**src/rtl/ep_irq_pkg.sv**
```systemverilog
package ep_irq_pkg;
   typedef enum logic [1:0] {
      XT_CTRL = 2'b00,
      XT_ISOC = 2'b01,
      XT_BULK = 2'b10,
      XT_INTR = 2'b11
   } xfer_type_e;

   localparam int FLAG_EOPF    = 0;
   localparam int FLAG_ISO_IN  = 1;
   localparam int FLAG_ISO_OUT = 2;
   localparam int NUM_FLAGS    = 3;
endpackage

```
**src/rtl/ep_stat_bank.sv**
```systemverilog
module ep_stat_bank #(
   parameter int W = 8
) (
   input  logic         clk,
   input  logic         rst_n,
   input  logic [W-1:0] set_i,
   input  logic [W-1:0] clr_i,
   output logic [W-1:0] st_o
);
   if (W < 1) begin : g_bad_w
      $error("ep_stat_bank: W must be at least 1");
   end

   for (genvar i = 0; i < W; i++) begin : g_bit
      always_ff @(posedge clk) begin
         if (!rst_n)        st_o[i] <= 1'b0;
         else if (set_i[i]) st_o[i] <= 1'b1;
         else if (clr_i[i]) st_o[i] <= 1'b0;
      end
   end


   set_sticks_chk: assert property (@(posedge clk) disable iff (!rst_n)
      (set_i != '0) |=> ((st_o & $past(set_i)) == $past(set_i)));


   clr_empties_chk: assert property (@(posedge clk) disable iff (!rst_n)
      ((clr_i & ~set_i) != '0) |=> ((st_o & $past(clr_i & ~set_i)) == '0));
endmodule

```
**src/rtl/ep_summary.sv**
```systemverilog
module ep_summary #(
   parameter int NUM_EP  = 6,
   parameter int NUM_EVT = 4
) (
   input  logic [NUM_EP*NUM_EVT-1:0] st_i,
   input  logic [NUM_EVT-1:0]        mask_i,
   output logic [NUM_EP*NUM_EVT-1:0] masked_o,
   output logic [NUM_EP-1:0]         sum_o,
   output logic                      any_o
);
   for (genvar e = 0; e < NUM_EP; e++) begin : g_ep
      assign masked_o[e*NUM_EVT +: NUM_EVT] = st_i[e*NUM_EVT +: NUM_EVT] & mask_i;
      assign sum_o[e] = |masked_o[e*NUM_EVT +: NUM_EVT];
   end
   assign any_o = |sum_o;
endmodule

```
**src/rtl/iso_tracker.sv**
```systemverilog
module iso_tracker
   import ep_irq_pkg::*;
#(
   parameter int NDATA = 5
) (
   input  logic               clk,
   input  logic               rst_n,
   input  logic               sof_i,
   input  logic [NDATA-1:0]   ep_en_i,
   input  logic [2*NDATA-1:0] ep_type_i,
   input  logic [NDATA-1:0]   xfer_done_i,
   output logic               miss_o
);
   logic [NDATA-1:0] done_q;
   logic [NDATA-1:0] lag;

   for (genvar d = 0; d < NDATA; d++) begin : g_ep
      always_ff @(posedge clk) begin
         if (!rst_n)              done_q[d] <= 1'b0;
         else if (xfer_done_i[d]) done_q[d] <= 1'b1;
         else if (sof_i)          done_q[d] <= 1'b0;
      end
      assign lag[d] = ep_en_i[d]
                    && (xfer_type_e'(ep_type_i[2*d +: 2]) == XT_ISOC)
                    && !(done_q[d] || xfer_done_i[d]);
   end
   assign miss_o = |lag;


   sof_wipes_chk: assert property (@(posedge clk) disable iff (!rst_n)
      sof_i |=> ((done_q & ~$past(xfer_done_i)) == '0));


   done_records_chk: assert property (@(posedge clk) disable iff (!rst_n)
      (xfer_done_i != '0) |=> ((done_q & $past(xfer_done_i)) == $past(xfer_done_i)));
endmodule

```
**src/rtl/ep_irq_agg.sv**
```systemverilog
module ep_irq_agg
   import ep_irq_pkg::*;
#(
   parameter int NDATA = 5,
   parameter int NEVT  = 4
) (
   input  logic                      clk,
   input  logic                      rst_n,
   input  logic [(NDATA+1)*NEVT-1:0] in_evt,
   input  logic [(NDATA+1)*NEVT-1:0] out_evt,
   input  logic [(NDATA+1)*NEVT-1:0] in_clr,
   input  logic [(NDATA+1)*NEVT-1:0] out_clr,
   input  logic [NEVT-1:0]           in_mask,
   input  logic [NEVT-1:0]           out_mask,
   input  logic [NDATA-1:0]          in_ep_en,
   input  logic [NDATA-1:0]          out_ep_en,
   input  logic [2*NDATA-1:0]        in_ep_type,
   input  logic [2*NDATA-1:0]        out_ep_type,
   input  logic [NDATA-1:0]          in_xfer_done,
   input  logic [NDATA-1:0]          out_xfer_done,
   input  logic                      sof,
   input  logic                      eof,
   input  logic [2:0]                flag_clr,
   output logic [(NDATA+1)*NEVT-1:0] in_status,
   output logic [(NDATA+1)*NEVT-1:0] out_status,
   output logic [NDATA:0]            in_ep_sum,
   output logic [NDATA:0]            out_ep_sum,
   output logic                      in_ep_irq,
   output logic                      out_ep_irq,
   output logic                      eopf_flag,
   output logic                      iso_in_incomp,
   output logic                      iso_out_incomp
);
   localparam int NEP = NDATA + 1;
   localparam int SW  = NEP * NEVT;

   if (NDATA < 1 || NDATA > 15) begin : g_bad_ndata
      $error("ep_irq_agg: NDATA must lie in 1..15");
   end
   if (NEVT < 1) begin : g_bad_nevt
      $error("ep_irq_agg: NEVT must be at least 1");
   end

   logic [SW-1:0]        in_raw, out_raw;
   logic                 in_miss, out_miss;
   logic [NUM_FLAGS-1:0] flag_set, flag_q;

   ep_stat_bank #(.W(SW)) u_in_bank (
      .clk(clk), .rst_n(rst_n), .set_i(in_evt), .clr_i(in_clr), .st_o(in_raw));
   ep_stat_bank #(.W(SW)) u_out_bank (
      .clk(clk), .rst_n(rst_n), .set_i(out_evt), .clr_i(out_clr), .st_o(out_raw));

   ep_summary #(.NUM_EP(NEP), .NUM_EVT(NEVT)) u_in_sum (
      .st_i(in_raw), .mask_i(in_mask), .masked_o(in_status),
      .sum_o(in_ep_sum), .any_o(in_ep_irq));
   ep_summary #(.NUM_EP(NEP), .NUM_EVT(NEVT)) u_out_sum (
      .st_i(out_raw), .mask_i(out_mask), .masked_o(out_status),
      .sum_o(out_ep_sum), .any_o(out_ep_irq));

   iso_tracker #(.NDATA(NDATA)) u_in_iso (
      .clk(clk), .rst_n(rst_n), .sof_i(sof), .ep_en_i(in_ep_en),
      .ep_type_i(in_ep_type), .xfer_done_i(in_xfer_done), .miss_o(in_miss));
   iso_tracker #(.NDATA(NDATA)) u_out_iso (
      .clk(clk), .rst_n(rst_n), .sof_i(sof), .ep_en_i(out_ep_en),
      .ep_type_i(out_ep_type), .xfer_done_i(out_xfer_done), .miss_o(out_miss));

   always_comb begin
      flag_set               = '0;
      flag_set[FLAG_EOPF]    = eof;
      flag_set[FLAG_ISO_IN]  = eof & in_miss;
      flag_set[FLAG_ISO_OUT] = eof & out_miss;
   end

   ep_stat_bank #(.W(NUM_FLAGS)) u_flags (
      .clk(clk), .rst_n(rst_n), .set_i(flag_set), .clr_i(flag_clr), .st_o(flag_q));

   assign eopf_flag      = flag_q[FLAG_EOPF];
   assign iso_in_incomp  = flag_q[FLAG_ISO_IN];
   assign iso_out_incomp = flag_q[FLAG_ISO_OUT];


   iso_in_with_eopf_chk: assert property (@(posedge clk) disable iff (!rst_n)
      $rose(iso_in_incomp) |-> (eopf_flag && $past(eof)));


   iso_out_with_eopf_chk: assert property (@(posedge clk) disable iff (!rst_n)
      $rose(iso_out_incomp) |-> (eopf_flag && $past(eof)));


   eopf_follows_eof_chk: assert property (@(posedge clk) disable iff (!rst_n)
      eof |=> eopf_flag);


   irq_drop_cause_chk: assert property (@(posedge clk) disable iff (!rst_n)
      $fell(in_ep_irq) |-> (($past(in_clr) != '0) || ($past(in_mask) != in_mask)));
endmodule

```
**config.mk**
```make
export PLATFORM = sky130hd
export DESIGN_NAME = ep_irq_agg
export DESIGN_NICKNAME = d
export VERILOG_FILES = /design/src/rtl/ep_irq_pkg.sv /design/src/rtl/ep_stat_bank.sv /design/src/rtl/ep_summary.sv /design/src/rtl/iso_tracker.sv /design/src/rtl/ep_irq_agg.sv
export SDC_FILE = /design/constraint.sdc
export NUM_CORES = 1
export LEC_CHECK = 0
export BUFFER_PORTS_ARGS = -buffer_cell sky130_fd_sc_hd__buf_4
export CORE_MARGIN = 2
export CORE_UTILIZATION = 43
export CTS_CLUSTER_SIZE = 30
export DETAILED_ROUTE_END_ITERATION = 10
export PLACE_DENSITY = 0.83
export REMOVE_ABC_BUFFERS = 1
export SLEW_MARGIN = 20
export SYNTH_ARGS = -nofsm -noshare
export SYNTH_HDL_FRONTEND = slang
export SYNTH_HIERARCHICAL = 1
export SYNTH_SLANG_ARGS = --single-unit
```
**constraint.sdc**
```tcl
create_clock -name clk -period 4.4 [get_ports clk]
set_clock_uncertainty 0.15 [all_clocks]
set_input_delay 0.88 -clock clk [delete_from_list [all_inputs] [get_ports clk]]
set_output_delay 0.88 -clock clk [all_outputs]
set_load 0.005 [all_outputs]
```
After elaboration in Yosys (flattened, before gate mapping):

Cells that the tools add are included.

* output and inout port bits: 65
* register bits after elaboration: 61

* equal/unequal tests: 10
* bitwise logic cells: 14
* reductions and logical operators: 117
* multiplexer cells: 113

Operators by type and width (number)
* 2-bit nonzero test: 61
* 1-bit two-way mux: 113
* 4-bit AND: 12
* 24-bit OR reduction: 2
* 4-bit OR reduction: 12
* 2-bit by 1-bit equality test with 1-bit output (second input constant): 10
* 1-bit logical AND: 20
* 1-bit zero test: 10
* 1-bit logical OR: 10
* 5-bit OR reduction: 2
* 1-bit AND: 2

Depth between registers and ports, before layout:

* depth after elaboration: 6
* mapped depth: 5

Hierarchy:

The synthesis kept the hierarchy.

Modules (own cells, without submodules)
* ep_stat_bank at u_in_bank ...: seq. area each 480.5 um^2, cells an instance 74, instances 2, area each 833.3 um^2
* iso_tracker: seq. area each 100.1 um^2, cells an instance 26, instances 2, area each 239.0 um^2
* ep_summary: seq. area each 0.0 um^2, cells an instance 33, instances 2, area each 234.0 um^2
* ep_stat_bank at u_flags: seq. area each 60.1 um^2, cells an instance 9, instances 1, area each 123.9 um^2
* ep_irq_agg: seq. area each 0.0 um^2, cells an instance 2, instances 1, area each 12.5 um^2

Worst setup path after synthesis:

OpenSTA, ideal clock, no wires.

* path kind: input to output
* start point: in in_mask[1]
* end point: out in_ep_irq
* arrival: 1894 ps
* setup slack: 1476 ps
* stages: 4
* required time: 3370 ps
* cells stage by stage: and2_1 -> or4_4 -> nor4_2 -> nand2_1

* cells in the longest elaborated chain, start to end: 2
* elaborated cells between the ends (all ways): 7
* classes of those cells: bitwise (6); reduce/logical (1)

RTL lines
* start: declaration: line ep_irq_agg.sv:13 `input logic [NEVT-1:0] in_mask,`
* 4-bit AND: line ep_summary.sv:12 `assign masked_o[e*NUM_EVT +: NUM_EVT] = st_i[e*NUM_EVT +: NUM_EVT] & mask_i;`
* 24-bit OR reduction (*): line ep_summary.sv:15 `assign any_o = |sum_o;`
* end: declaration: line ep_irq_agg.sv:28 `output logic in_ep_irq,`

Every way passes the cells marked *; elsewhere a longest branch is shown, timed or not.

Worst setup path in the final report:

* start point: in out_mask[0]
* end point: out out_ep_irq

* cells in the longest elaborated chain, start to end: 2
* elaborated cells between the ends (all ways): 7
* classes of those cells: bitwise (6); reduce/logical (1)

RTL lines
* start: declaration: line ep_irq_agg.sv:14 `input logic [NEVT-1:0] out_mask,`
* 4-bit AND: line ep_summary.sv:12
* 24-bit OR reduction (*): line ep_summary.sv:15
* end: declaration: line ep_irq_agg.sv:29 `output logic out_ep_irq,`

Marks and branches as above.

==> impl_metrics.yaml <==
status:
  outcome: "finished clean"
sta:
  setup-violations-final: 0
  period_share_pct: 74.5
  rsz0062_at_grt: "no"
  tns_ns: 0
  period_minus_slack_ns: 3.28
  final_hold_viol_count: 0
  max_slew_margin_pct: 57.6
  worst_pin_slew_ns: 0.635
  max_clock_freq_mhz: 305
  finalMaxSlewViolations: 0
logic_synthesis:
  avgSynthCellArea_sq_um: 9.92
  ys_seq_area_share_pct: 44.4
  yosys.area.top_type: "dfxtp_1"
  synth-seq-cells: 61
  synth_cell_types: 17
  synthesis.area_sq_mm: 0.00275
  yosysWarnings: 6
  synth_cells: 277
  synth_top_area_share_pct: 44.4
  ys_top_cells_by_area: "dfxtp_1 44%, o21a_1 17%, nor2b_1 13%, and2_1 9.1%, or4_4 2.5%"
clock_tree:
  h-tree-depth: 3
  clock_latency_ns: 0.33
  cts.repair.resized: 0
  numCtsBuffers: 9
  ctsHoldBuffers: 0
  cts_sinks: 61
  post_cts_buffers: 0
  cts_tree: "yes"
  cts_root_buf: "clkbuf_8"
  cts_buffer_depth: 2
  cts.clk_slew.worst_paths_ns: 0.06
placed_design:
  place_area_sq_mm: 0.00441
  post-dp-hpwl_um: 7350
  place_congestion: 0.913
  port_buffers: 215
detailed_routing:
  drc: 0
  vias: 2861
  drt_iter0_drc: 103
  wl_per_cell_um: 15.6
  ant_nets: 0
  vias_per_cell: 4.94
  routed_wl_um: 9010
  drt_pre_antenna_iters: 4
layout:
  fin_area_sq_mm: 0.00458
  final_cell_mix: "215 x buf_4, 61 x o21a_1, 61 x dfxtp_1, 58 x nor2b_1, 40 x and2_1"
  antenna_cells: 0
  drive_gt1_share_pct: 50.0
  finish.utilization_pct: 73.0
  final_common_cell: "buf_4"
  area_growth_pct: 66.6
  fin_nets: 650
global_routing:
  grt_max_degree: 62
  grt_pass1_vias: 2985
  grt_usage_pct: 25.9
  overflow: 0
  grt_pass1_wl_um: 14400
  antenna_found_initial: 0
setup_path:
  max_stage_delay_ns: 0.55
  critPathMostFrequentCell: "buf_4"
  cp-startpoint: "out_mask[0]"
  required_ns: 3.37
  reg2reg_slack_ns: 2.84
  r2r_end: "u_flags/st_o[2]"
  cp-start-kind: "primary input"
  crit_arrival_ns: 2.25
  crit_chain: "buf_4 -> and2_4 -> or4_4 -> nor4_2 -> nand2_1 -> buf_4"
  r2r-start: "u_out_iso/done_q[2]"
  ff2ff_path_depth: 5
  path_class: "primary input to output pin"
  slowest_stage: "or4_4"
  crit_fanout: 6
  crit_path_end_kind: "output pin"
  endpoint: "out_ep_irq"
flow_run:
  drv_cap: 0
floorplan:
  pin_count: 216
  die_w_um: 84.0
  core_sq_mm: 0.00628
  die_height_um: 84.0
  die-area_sq_mm: 0.00705
  rows: 29
  start_util_pct: 43.8
pwr:
  power_mw: 1.32
  vdd_drop_max_v: 0.000196
  leakage_nw: 2.19
  power_density_mw_per_mm2: 289
hold_path:
  whs_path_depth: 2
  hp-class: "flip-flop to flip-flop"
## metrics by stage
| stage | cells | hold WS [ns] | setup WS (ns) |
|---|---|---|---|
| after floorplan | 273 | 0.385 | 1.48 |
| after global placement | 565 | 0.401 | 1.16 |
| after detailed placement | 565 | 0.408 | 1.14 |
| after CTS | 579 | 0.428 | 1.14 |
| after global routing | 579 | 0.438 | 1.09 |
| final | 579 | 0.424 | 1.12 |
## synth_stat cells (all sizes together)
master,number
nand2,10
buf,4
nor2b,61
nand4bb,2
o22ai,2
nor2,2
dfxtp,61
nor4,8
or4,14
o21a,61
or3,2
and2,50
## flip-flops by register name, summed over array words and instances, names as in the netlist
signal	flops
u_out_bank/st_o	24
u_in_iso/done_q	5
u_flags/st_o	3
u_out_iso/done_q	5
u_in_bank/st_o	24
## cell type report
class                      instances  area [sq um]
timing repair buffer             215          1610
multi-input combinational        212          1480
tap                               77          96.3
sequential                        61          1220
fill                             516          1700
clock inverter                     2          10.0
clock buffer                      12           155
## worst max-delay path: cells and delay by family
family / cells / cell delay, ns
AND/OR/NAND/NOR: 4 / 1.10
buffers and inverters: 2 / 0.28
## per-layer routing
layer,share of wire (%),vias up,GRT usage [%]
li1,-,1404,-
met1,39,1298,29.4
met2,50,136,45.3
met3,7.6,23,6.92
met4,3.2,0,11.3
met5,0,-,0
## logic make-up (layout without fill, tap and decap cells)
logic type,after synthesis,count (layout),synth area share [%]
simple gates,149,149,36.8
compound gates,63,63,17.1
flops,61,61,44.4
buf+inv,4,229,1.64
## power by group
group	switching, mW	internal, mW	leakage [nW]
clock	0.205	0.227	0.0881
sequential	0.0164	0.589	0.510
combinational	0.0962	0.191	1.59
total	0.318	1.01	2.19
## worst min path at each step
stage,end,slack (ns),start
finish,u_out_bank/st_o[3],0.42,u_out_bank/st_o[3]
global route,u_in_bank/st_o[15],0.44,u_in_bank/st_o[15]
detailed placement,u_in_iso/done_q[2],0.41,u_in_iso/done_q[2]
global placement,u_in_iso/done_q[2],0.40,u_in_iso/done_q[2]
CTS,u_in_iso/done_q[2],0.43,u_in_iso/done_q[2]
floorplan,u_in_bank/st_o[4],0.39,u_in_bank/st_o[4]
Note: power is estimated with default switching activity, not from simulation.
